**config.mk**
```make
export PLATFORM = sky130hd
export DESIGN_NAME = resv_tracker
export DESIGN_NICKNAME = d
export VERILOG_FILES = /design/src/rtl/resv_pkg.sv /design/src/rtl/resv_store.sv /design/src/rtl/resv_ctrl.sv /design/src/rtl/resv_tracker.sv
export SDC_FILE = /design/constraint.sdc
export NUM_CORES = 1
export LEC_CHECK = 0
export BUFFER_PORTS_ARGS = -buffer_cell sky130_fd_sc_hd__buf_2
export CORE_MARGIN = 4
export CORE_UTILIZATION = 53
export CTS_CLUSTER_DIAMETER = 60
export DETAILED_ROUTE_END_ITERATION = 8
export PLACE_DENSITY = 0.82
export SLEW_MARGIN = 25
export SYNTH_ARGS = -nofsm -noshare
export SYNTH_HDL_FRONTEND = slang
export SYNTH_SLANG_ARGS = --single-unit
```
**constraint.sdc**
```tcl
create_clock -name clk -period 2.4 [get_ports clk]
set_input_delay 0.24 -clock clk [delete_from_list [all_inputs] [get_ports clk]]
set_output_delay 0.24 -clock clk [all_outputs]
set_load 0.05 [all_outputs]
```
**src/rtl/resv_pkg.sv**
```systemverilog
package resv_pkg;
  typedef enum logic [1:0] {
    KIND_LOAD  = 2'd0,
    KIND_STORE = 2'd1,
    KIND_LRSV  = 2'd2,
    KIND_SCOND = 2'd3
  } req_kind_e;

  typedef enum logic {
    ST_IDLE     = 1'b0,
    ST_WAIT_ACK = 1'b1
  } ctrl_state_e;
endpackage

```
**src/rtl/resv_store.sv**
```systemverilog
module resv_store #(
  parameter int ADDR_W     = 64,
  parameter int LINE_BYTES = 64
) (
  input  logic              clk,
  input  logic              rst_n,
  input  logic              set_en,
  input  logic              clr_en,
  input  logic [ADDR_W-1:0] addr,
  output logic              resv_valid,
  output logic              hit
);
  localparam int OFFS_W = $clog2(LINE_BYTES);
  localparam int TAG_W  = ADDR_W - OFFS_W;

  logic             valid_q;
  logic [TAG_W-1:0] tag_q;

  function automatic logic [TAG_W-1:0] line_tag(input logic [ADDR_W-1:0] a);
    return a[ADDR_W-1:OFFS_W];
  endfunction

  always_ff @(posedge clk) begin
    if (!rst_n) begin
      valid_q <= 1'b0;
      tag_q   <= '0;
    end else if (set_en) begin
      valid_q <= 1'b1;
      tag_q   <= line_tag(addr);
    end else if (clr_en) begin
      valid_q <= 1'b0;
    end
  end

  assign resv_valid = valid_q;
  assign hit        = valid_q && (tag_q == line_tag(addr));

  // reset empties the reservation
  assert_reset_clears_R6: assert property (@(posedge clk) !rst_n |=> !resv_valid);
  // load-reserve arms it
  assert_set_arms_R2: assert property (@(posedge clk) disable iff (!rst_n)
    set_en |=> resv_valid);
  // a store-conditional drops it
  assert_clear_drops_R7: assert property (@(posedge clk) disable iff (!rst_n)
    (clr_en && !set_en) |=> !resv_valid);
  // no set or clear keeps it
  assert_hold_R9: assert property (@(posedge clk) disable iff (!rst_n)
    (!set_en && !clr_en) |=> $stable(resv_valid));
endmodule

```
**src/rtl/resv_ctrl.sv**
```systemverilog
module resv_ctrl
  import resv_pkg::*;
(
  input  logic      clk,
  input  logic      rst_n,
  input  logic      req_valid,
  input  req_kind_e req_kind,
  input  logic      hit,
  input  logic      bus_ack,
  output logic      busy,
  output logic      cache_wr_en,
  output logic      bus_start,
  output logic      resv_set,
  output logic      resv_clr,
  output logic      sc_cancel,
  output logic      done_valid,
  output logic      done_rc,
  output logic      done_stored
);
  ctrl_state_e state_q;
  logic        pend_sc_q;
  logic        accept;
  logic        write_go;
  logic        quick_done;

  assign accept     = req_valid && (state_q == ST_IDLE);
  assign write_go   = accept && ((req_kind == KIND_STORE) ||
                                 (req_kind == KIND_SCOND && hit));
  assign sc_cancel  = accept && (req_kind == KIND_SCOND) && !hit;
  assign quick_done = accept && ((req_kind == KIND_LOAD) ||
                                 (req_kind == KIND_LRSV) || sc_cancel);
  assign resv_set   = accept && (req_kind == KIND_LRSV);
  assign resv_clr   = accept && (req_kind == KIND_SCOND);
  assign cache_wr_en = write_go;
  assign bus_start   = write_go;
  assign busy        = (state_q == ST_WAIT_ACK);

  always_ff @(posedge clk) begin
    if (!rst_n) begin
      state_q     <= ST_IDLE;
      pend_sc_q   <= 1'b0;
      done_valid  <= 1'b0;
      done_rc     <= 1'b0;
      done_stored <= 1'b0;
    end else begin
      done_valid  <= 1'b0;
      done_rc     <= 1'b0;
      done_stored <= 1'b0;
      case (state_q)
        ST_IDLE: begin
          if (write_go) begin
            state_q   <= ST_WAIT_ACK;
            pend_sc_q <= (req_kind == KIND_SCOND);
          end else if (quick_done) begin
            done_valid <= 1'b1;
            done_rc    <= sc_cancel;
          end
        end
        default: begin
          if (bus_ack) begin
            state_q     <= ST_IDLE;
            done_valid  <= 1'b1;
            done_rc     <= pend_sc_q;
            done_stored <= pend_sc_q;
            pend_sc_q   <= 1'b0;
          end
        end
      endcase
    end
  end

  // a cancelled conditional store never writes
  assert_cancel_no_write_R3: assert property (@(posedge clk) disable iff (!rst_n)
    sc_cancel |-> (!cache_wr_en && !bus_start));
  // failure completes one cycle later
  assert_cancel_done_R4: assert property (@(posedge clk) disable iff (!rst_n)
    sc_cancel |=> (done_valid && done_rc && !done_stored));
  // stored is only reported with the condition-record flag
  assert_stored_has_rc_R5: assert property (@(posedge clk) disable iff (!rst_n)
    done_stored |-> (done_valid && done_rc));
  // an ordinary load completes without the condition-record flag
  assert_load_no_rc_R8: assert property (@(posedge clk) disable iff (!rst_n)
    (accept && req_kind == KIND_LOAD) |=> (done_valid && !done_rc));
  // nothing starts while waiting
  assert_busy_ignores_R10: assert property (@(posedge clk) disable iff (!rst_n)
    busy |-> (!cache_wr_en && !bus_start && !resv_set && !resv_clr));
endmodule

```
**src/rtl/resv_tracker.sv**
```systemverilog
module resv_tracker
  import resv_pkg::*;
#(
  parameter int ADDR_W     = 64,
  parameter int LINE_BYTES = 64
) (
  input  logic              clk,
  input  logic              rst_n,
  input  logic              req_valid,
  input  logic [1:0]        req_kind,
  input  logic [ADDR_W-1:0] req_addr,
  input  logic              bus_ack,
  output logic              busy,
  output logic              cache_wr_en,
  output logic              bus_start,
  output logic              done_valid,
  output logic              done_rc,
  output logic              done_stored
);
  logic resv_set;
  logic resv_clr;
  logic resv_valid;
  logic hit;
  logic sc_cancel;

  resv_store #(.ADDR_W(ADDR_W), .LINE_BYTES(LINE_BYTES)) u_store (
    .clk(clk), .rst_n(rst_n), .set_en(resv_set), .clr_en(resv_clr),
    .addr(req_addr), .resv_valid(resv_valid), .hit(hit)
  );

  resv_ctrl u_ctrl (
    .clk(clk), .rst_n(rst_n), .req_valid(req_valid),
    .req_kind(req_kind_e'(req_kind)), .hit(hit), .bus_ack(bus_ack),
    .busy(busy), .cache_wr_en(cache_wr_en), .bus_start(bus_start),
    .resv_set(resv_set), .resv_clr(resv_clr), .sc_cancel(sc_cancel),
    .done_valid(done_valid), .done_rc(done_rc), .done_stored(done_stored)
  );

  // a match implies a live reservation
  assert_hit_needs_valid_R1: assert property (@(posedge clk) disable iff (!rst_n)
    hit |-> resv_valid);
  // cancel only when no write is permitted
  assert_cancel_exclusive_R3: assert property (@(posedge clk) disable iff (!rst_n)
    !(sc_cancel && cache_wr_en));
endmodule

```
; ---- Yosys cells after proc, flatten, opt, wreduce, memory -nomap -nowiden
; Cells that the tools add are included.
[classes]
reduce_logical = 17
muxes = 16
n_eq_ne = 5
bitwise_logic = 1
[ops]
columns = cell, count
row1 = $eq 58x58->1, 1
row2 = $mux 1, 16
row3 = $logic_and 1x1->1, 8
row4 = $eq 2x2->1 const B, 2
row5 = $reduce_and 2->1, 2
row6 = $reduce_bool 2->1, 2
row7 = $logic_or 1x1->1, 3
row8 = $eq 2x1->1 const B, 1
row9 = $logic_not 2->1, 1
row10 = $ne 2x2->1 const B, 1
row11 = $logic_not 1->1, 1
row12 = $not 1->1, 1
[word_totals]
word_cells = 46
in_bits = 70
reg_bits = 64

; ---- Longest topological paths before layout
; Gate-level depths: netlist of the first run.
[logic_depth]
depth_word = 9
mapped_depth = 8

; ---- Cells and area by module
; A second synthesis of the first run with hierarchy kept.
[hier_totals]
cells_unflattened = 295
area_unflattened_um2 = 3098.0
[by_module_without_submodules]
columns = mod, n_inst, area_each_um2, cells_per_inst
row1 = resv_store, 1, 2835.2, 268
row2 = resv_ctrl, 1, 262.8, 27

; ---- Least setup slack after synthesis of the first run
; OpenSTA, ideal clock, no wires.
[synth_path]
path_type = register -> output
start = register u_store.tag_q[33]
end = output cache_wr_en
t_required_ns = 2.160
stages_incl_launch_ff = 8
slack_ns = -0.494
arrival_time_ns = 2.654
path_cell_list = dfxtp_1 > inv_1 > a22o_1 > or4_4 > nor4_2 > nand3_1 > a21oi_1 > buf_4
[synth_between]
elab_chain_cells = 5
[synth_lines]
columns = item, line
row1 = from (decl), resv_store.sv:17  ; logic [TAG_W-1:0] tag_q;
row2 = from (signal assigned), resv_store.sv:29  ; tag_q <= line_tag(addr);
row3 = $eq 58x58->1, resv_store.sv:36  ; assign hit = valid_q && (tag_q == line_tag(addr));
row4 = $logic_and 1x1->1, resv_store.sv:36
row5 = $logic_and 1x1->1, resv_ctrl.sv:28  ; (req_kind == KIND_SCOND && hit));
row6 = $logic_or 1x1->1, resv_ctrl.sv:27  ; assign write_go = accept && ((req_kind == KIND_STORE) ||
row7 = $logic_and 1x1->1, resv_ctrl.sv:27
row8 = to (decl), resv_tracker.sv:14  ; output logic cache_wr_en,
; No other way between the ends.

; ---- Final worst setup path of the first run
[layout_path]
start = register u_store.tag_q[30]
end = output bus_start
[layout_between]
elab_chain_cells = 5
[layout_lines]
columns = item, line
row1 = $eq 58x58->1, resv_store.sv:36
row2 = $logic_and 1x1->1, resv_store.sv:36
row3 = $logic_and 1x1->1, resv_ctrl.sv:28
row4 = $logic_or 1x1->1, resv_ctrl.sv:27
row5 = $logic_and 1x1->1, resv_ctrl.sv:27
row6 = to (decl), resv_tracker.sv:15  ; output logic bus_start,
; No other way between the ends.

==> results of run 1 <==
## placed cells by master, fill, tap and decap left out, drive strengths merged, types with 2 or more instances in the layout
master / synthesis / layout
and2: 2 / 2
buf: 5 / 75
dfxtp: 64 / 64
a21oi: 3 / 3
nor2: 3 / 3
xnor2: 22 / 22
or4: 2 / 2
o22ai: 8 / 8
nand4: 8 / 8
clkbuf: 16 / 11
a2111oi: 2 / 2
inv: 19 / 19
nand2: 123 / 123
nor2b: 13 / 13
a21boi: 59 / 59
nand3: 3 / 3
o21ai: 2 / 2
xor2: 14 / 14
o2111ai: 2 / 2
and3: 2 / 2
or3: 2 / 2
nor4: 5 / 5
clkinv: 1 / 4
## layout make-up
cell class | instances | share of cell area
multi-input combinational | 285 | 0.454
sequential | 64 | 0.340
timing repair buffer | 75 | 0.113
clock buffer | 11 | 0.0373
tap | 72 | 0.0238
inverter | 20 | 0.0198
clock inverter | 4 | 0.0119
## cells in the mapped netlist (2+ instances only)
cell type	n	area, sq um
nor4_2	2	25.0
dfxtp_1	64	1280
a21boi_1	4	30.0
a21oi_1	3	15.0
o2111ai_1	2	17.5
xnor2_1	22	193
and2_1	2	12.5
nand3_1	3	15.0
inv_1	19	71.3
nand2_1	123	462
buf_1	3	11.3
nand4_1	8	50.1
a21boi_0	55	413
nor2b_1	13	81.3
and3_1	2	12.5
nor4_1	3	18.8
o22ai_1	8	50.1
clkbuf_1	16	60.1
a2111oi_0	2	17.5
nor2_1	3	11.3
xor2_1	14	123
or3_1	2	12.5
## worst register-to-register path: stages, from the launching register on
cell	delay, ns
dfxtp_2	0.32
nor2b_4	0.12
a2111o_1	0.35
or3_4	0.35
nor4_4	0.31
a31oi_1	0.12
or3_1	0.35
## sequential cells by signal, summed over array words and instances (netlist names)
register and count:
u_ctrl.done_valid 1, u_ctrl.pend_sc_q 1, u_store.tag_q 58, u_ctrl.busy 1
u_store.resv_valid 1, u_ctrl.done_rc 1, u_ctrl.done_stored 1
## cell families after synthesis
logic type / share of synthesized area
and+or+nand+nor: 0.235
xor gates and xnor gates: 0.101
buffers and inverters: 0.0511
DFF: 0.412
AOI/OAI and AO/OA: 0.200
## power groups by stage
stage          sequential, mW  combinational, mW  clock, mW
2_1_floorplan            1.15              0.157          0
3_3_place_gp             1.14              0.274          0
3_5_place_dp             1.14              0.279          0
4_1_cts                  1.12              0.288      0.914
5_1_grt                  1.12              0.322      0.965
6_report                 1.12              0.288      0.892
## worst paths after layout
path	start	endpoint	slack, ns	cells after the start
max	u_store.tag_q[30]	bus_start	-0.14	7
min	req_addr[26]	u_store.tag_q[20]	0.17	3
max reg2reg	u_store.tag_q[30]	u_ctrl.done_valid	0.36	6
min reg2reg	u_store.tag_q[17]	u_store.tag_q[17]	0.46	2
## through the flow
stage | std cells | power, mW | utilization | hold WS (ns)
after floorplan | 390 | 1.31 | - | 0.375
after global placement | 515 | 1.42 | 0.632 | 0.449
after detailed placement | 515 | 1.42 | 0.632 | 0.458
after CTS | 531 | 2.32 | 0.674 | 0.150
after global routing | 531 | 2.41 | 0.675 | 0.155
final | 531 | 2.30 | 0.675 | 0.167
## per-layer routing
layer,wire [microns],vias up,share of wire
li1,-,1416,-
met1,3140,1242,0.44
met2,3240,81,0.46
met3,492,18,0.070
met4,187,0,0.027
met5,0,-,0
## what timing repair did
action | 4_1_cts | 5_1_grt
setup endpoints to repair | 2 | 2
buffers inserted | 1 | 0
hold buffers | 0 | 0
resized for setup | 12 | 3
==> results.toml, run 1 <==
[cts]
cts_tree = "yes"
cts.htree.levels = 3
clock-root-buffer = "clkbuf_8"
path_clk_slew_ns = 0.07
clk_latency_ns = 0.33
cts_buffers = 9
clock_sinks = 64
clock_path_buffers = 2

[layout]
fillers = 518
drive_gt1_frac = 0.227
nNetsFinal = 525
multi_input_area_sq_um = 1720
n_antenna_cell = 0
syn_to_final_growth_pct = 21.8
seq_area_sq_um = 1290
stdcell_area_sq_um = 3790

[run]
maxCapViolations = 0

[power]
p_sw_uw = 573
power.density_nw_per_um2 = 607
switching_share = 0.249
ir_worst_vdd_v = 0.000386
power.internal_mw = 1.73
clock_power_share = 0.388
seqPwrFrac = 0.487
p_leak_nw = 1.49
p_comb_frac = 0.125

[place]
pre_cts_ws_ns = -0.0132
dpl_cell_area_sq_um = 3540
finalWeightedCongestion = 0.842
port_buffers = 69
dpl.hpwl_microns = 4850

[setup_path]
cp-start-kind = "flop"
cp_num_buf_inv = 1
critical_path.slowest_cell = "a2111o_1"
cp_slowest_stage_delay_ns = 0.35
worstSetupEndpointType = "output pin"
crit_chain = "nor2b_4 -> a2111o_1 -> or3_4 -> nor4_4 -> nand3_2 -> a21oi_4 -> buf_6"
cp_max_fo = 2
critPathKind = "flop to output pin"
path_delay_family = "simple AND/OR/NAND/NOR gates"
crit_required_ns = 2.16
crit_arrival_ns = 2.30

[floorplanning]
rows = 27
dieArea_sq_um = 7160
ios = 76
core_area_sq_um = 5610
fp.dieW_microns = 84.6
start_util = 0.554
die_h_microns = 84.6

[global_routing]
track_usage = 0.208
grt_pass1_wl_microns = 12100
use_met3 = 0.0540
grt_max_degree = 59
grt_pass1_vias = 2766
antenna_found_initial = 0
grtUsageMet2 = 0.333
top_usage_layer = "met2"
grt_use_met1 = 0.256
grt_overflow_total = 0

[logic_synthesis]
avgSynthCellArea_sq_um = 7.97
synth_area_sq_um = 3110
syn-num-nets = 460
ys_ff_latch = 64
synth_edf_count = 0
synthCells = 390
async_flop_share = 0
synth_flop_cell = "dfxtp_1"
ys_types = 39
yosys_warnings = 0
seq_area_frac_synth = 0.412

[status]
status = "complete, but fails checks"
violations = "setup timing"

[sta]
fmax_mhz = 394
fin_tns_setup_ns = -0.278
setup_viol = 2
skew_ns = 0.00490
rsz0062_at_grt = "yes"
worst_slew_pin_slew_ns = 0.617
max_slew_margin = 0.585
finalWorstSetupSlack_ns = -0.139
hold_viol = 0
slew_violations = 0
post-route-period-util = 1.06
finalCriticalPeriod_ns = 2.54

[detailed_routing]
vias = 2757
wl_per_cell_microns = 13.3
avgViaCountPerCell = 5.19
drt_pass1_iterations = 4
drc = 0
first_iter_violations = 187
drt_wl_total_microns = 7050
ant_nets = 0

[hold_path]
hold_class = "input port to flop"
(Power assumes the default switching activity.)
==> run 2: changes to the inputs <==
--- a/config.mk
+++ b/config.mk
@@ -7,10 +7,11 @@
 export LEC_CHECK = 0
 export BUFFER_PORTS_ARGS = -buffer_cell sky130_fd_sc_hd__buf_2
 export CORE_MARGIN = 4
-export CORE_UTILIZATION = 53
+export CORE_UTILIZATION = 55
 export CTS_CLUSTER_DIAMETER = 60
 export DETAILED_ROUTE_END_ITERATION = 8
-export PLACE_DENSITY = 0.82
+export MAX_ROUTING_LAYER = met4
+export PLACE_DENSITY = 0.85
 export SLEW_MARGIN = 25
 export SYNTH_ARGS = -nofsm -noshare
 export SYNTH_HDL_FRONTEND = slang
==> constraint.sdc (replaced) <==
create_clock -name clk -period 3.2 [get_ports clk]
set_input_delay 0.32 -clock clk [delete_from_list [all_inputs] [get_ports clk]]
set_output_delay 0.32 -clock clk [all_outputs]
set_load 0.05 [all_outputs]
==> run 2 against run 1 <==
  * Clock skew shrank 0.0022 ns
  * Largest power group unchanged
  * Count of clock-buffer cells in the layout grew 3
  * Global-route usage grew 0.48 points
  * Sequential share of layout area grew 0.86 points
  * Clock power shrank 30%
  * The run now ends clean
  * Utilization shrank 0.71 points
  * Via count shrank 0.65%
  * Non-clock buffer count shrank 1
  * Combinational power shrank 28%
  * Critical path depth is the same
  * Wire length shrank 1.4%
==> results.toml, run 2 (same netlist as run 1, synthesis figures left out) <==
[status]
status = "finished clean"

[cts]
path_clk_slew_ns = 0.06
cts.htree.levels = 3
clk_latency_ns = 0.33
clock-root-buffer = "clkbuf_8"
postCtsHoldBufs = 0
cts_buffers = 9
cts_tree = "yes"
cts_resized = 0
clock_sinks = 64
cts_setup_buffers = 0
clock_path_buffers = 2

[layout]
syn_to_final_growth_pct = 18.3
final_cell_mix = "123 x nand2_1, 69 x buf_2, 64 x dfxtp_1"
largest_register = "u_store.tag_q"
n_antenna_cell = 0
layout.cells.non_filler = 529
drive_gt1_frac = 0.199
final_util = 0.668
largest_reg_flops = 58
nNetsFinal = 524
mostFrequentLayoutCell = "nand2_1"

[sta]
fin_tns_setup_ns = 0
slew_violations = 0
skew_ns = 0.00274
hold_viol = 0
finalCriticalPeriod_ns = 2.87
worst_slew_pin_slew_ns = 0.722
setup_viol = 0
rsz0062_at_grt = "no"
finalWorstSetupSlack_ns = 0.328
max_slew_margin = 0.519
fmax_mhz = 348
post-route-period-util = 0.898

[detailed_routing]
avgViaCountPerCell = 5.18
drc = 0
ant_nets = 0
drt_pass1_iterations = 6
vias = 2739
wl_per_cell_microns = 13.1
drt_wl_total_microns = 6950
first_iter_violations = 236

[setup_path]
worstSetupEndpointType = "output pin"
critical_path.slowest_cell = "nor4_1"
cp_slowest_stage_delay_ns = 0.45
cp_num_buf_inv = 1
cp_max_fo = 4
crit_arrival_ns = 2.55
cp-start-kind = "flop"
critPathKind = "flop to output pin"
timing.rr.start = "u_store.tag_q[39]"
crit_required_ns = 2.88
crit_chain = "xor2_1 -> nor4_1 -> nand4_1 -> nor4_2 -> nand3_1 -> a21oi_1 -> buf_2"
cp-startpoint = "u_store.tag_q[39]"
cp_num_cells = 7
r2r_cells = 6
path_delay_family = "simple AND/OR/NAND/NOR gates"

[place]
pre_cts_ws_ns = 0.557
finalWeightedCongestion = 0.859
dp.cells = 515
port_buffers = 69
dpl.hpwl_microns = 4950

[hold_path]
worstHoldPathCells = 3
hp-start = "req_addr[25]"
hold_class = "input port to flop"

[floorplanning]
rows = 27
die_h_microns = 83.2
ios = 76
start_util = 0.565
core_area_sq_um = 5510
fp.dieW_microns = 83.2
dieArea_sq_um = 6920

[power]
power.density_nw_per_um2 = 454
ir_worst_vdd_v = 0.000267
p_leak_nw = 1.45

[global_routing]
antenna_found_initial = 0
track_usage = 0.213
grt_pass1_vias = 2546
grt_pass1_wl_microns = 11600
grt_overflow_total = 0
grt_max_degree = 66

[run]
maxCapViolations = 0
run 2: cell count changes in the layout (fill, tap and decap cells not counted), moves of 2 or more:
cell | previous run | this run
dfxtp_1 | 60 | 64
dfxtp_2 | 4 | 0
clkinv_2 | 3 | 0
buf_12 | 2 | 0
buf_2 | 67 | 69
buf_6 | 2 | 0
clkbuf_8 | 10 | 12
run 2: cell type report:
class	count	area [sq um]
fillers	469	1830
inverters	20	75.1
clock buffers	14	173
repair buffers	74	383
flip-flops and latches	64	1280
well taps	72	90.1
multi-input cells	285	1680
run 2: per-stage QoR:
stage / hold WS (ns) / area (sq um) / power (mW)
4_1_cts: 0.237 / 3680 / 1.68
5_1_grt: 0.237 / 3680 / 1.75
3_5_place_dp: 0.461 / 3510 / 1.06
6_report: 0.242 / 3680 / 1.67
2_1_floorplan: 0.443 / 3110 / 0.978
3_3_place_gp: 0.450 / 3510 / 1.06
run 2: per-layer routing:
layer,GRT usage,part of all wire
met1,0.274,0.47
met2,0.317,0.45
met3,0.0536,0.067
met4,0.0892,0.017
met5,-,0
run 2: power by group:
part | switching, mW | leakage [nW] | total (mW) | internal (mW)
Clock | 0.285 | 0.0886 | 0.623 | 0.337
Sequential | 0.0170 | 0.520 | 0.840 | 0.823
Combinational | 0.113 | 0.838 | 0.207 | 0.0938
run 2: path summary, 6_finish.rpt:
| path | end | slack, ns |
|---|---|---|
| max reg2reg | u_ctrl.done_valid | 1.10 |
| min | u_store.tag_q[19] | 0.24 |
| max | bus_start | 0.33 |
| min reg2reg | u_store.tag_q[20] | 0.47 |
run 2: worst register-to-register path, stage by stage (launching register included):
cell	delay, ns
dfxtp_1	0.32
xor2_1	0.16
nor4_1	0.45
nand4_1	0.17
nor4_2	0.38
a31oi_1	0.15
or3_1	0.36
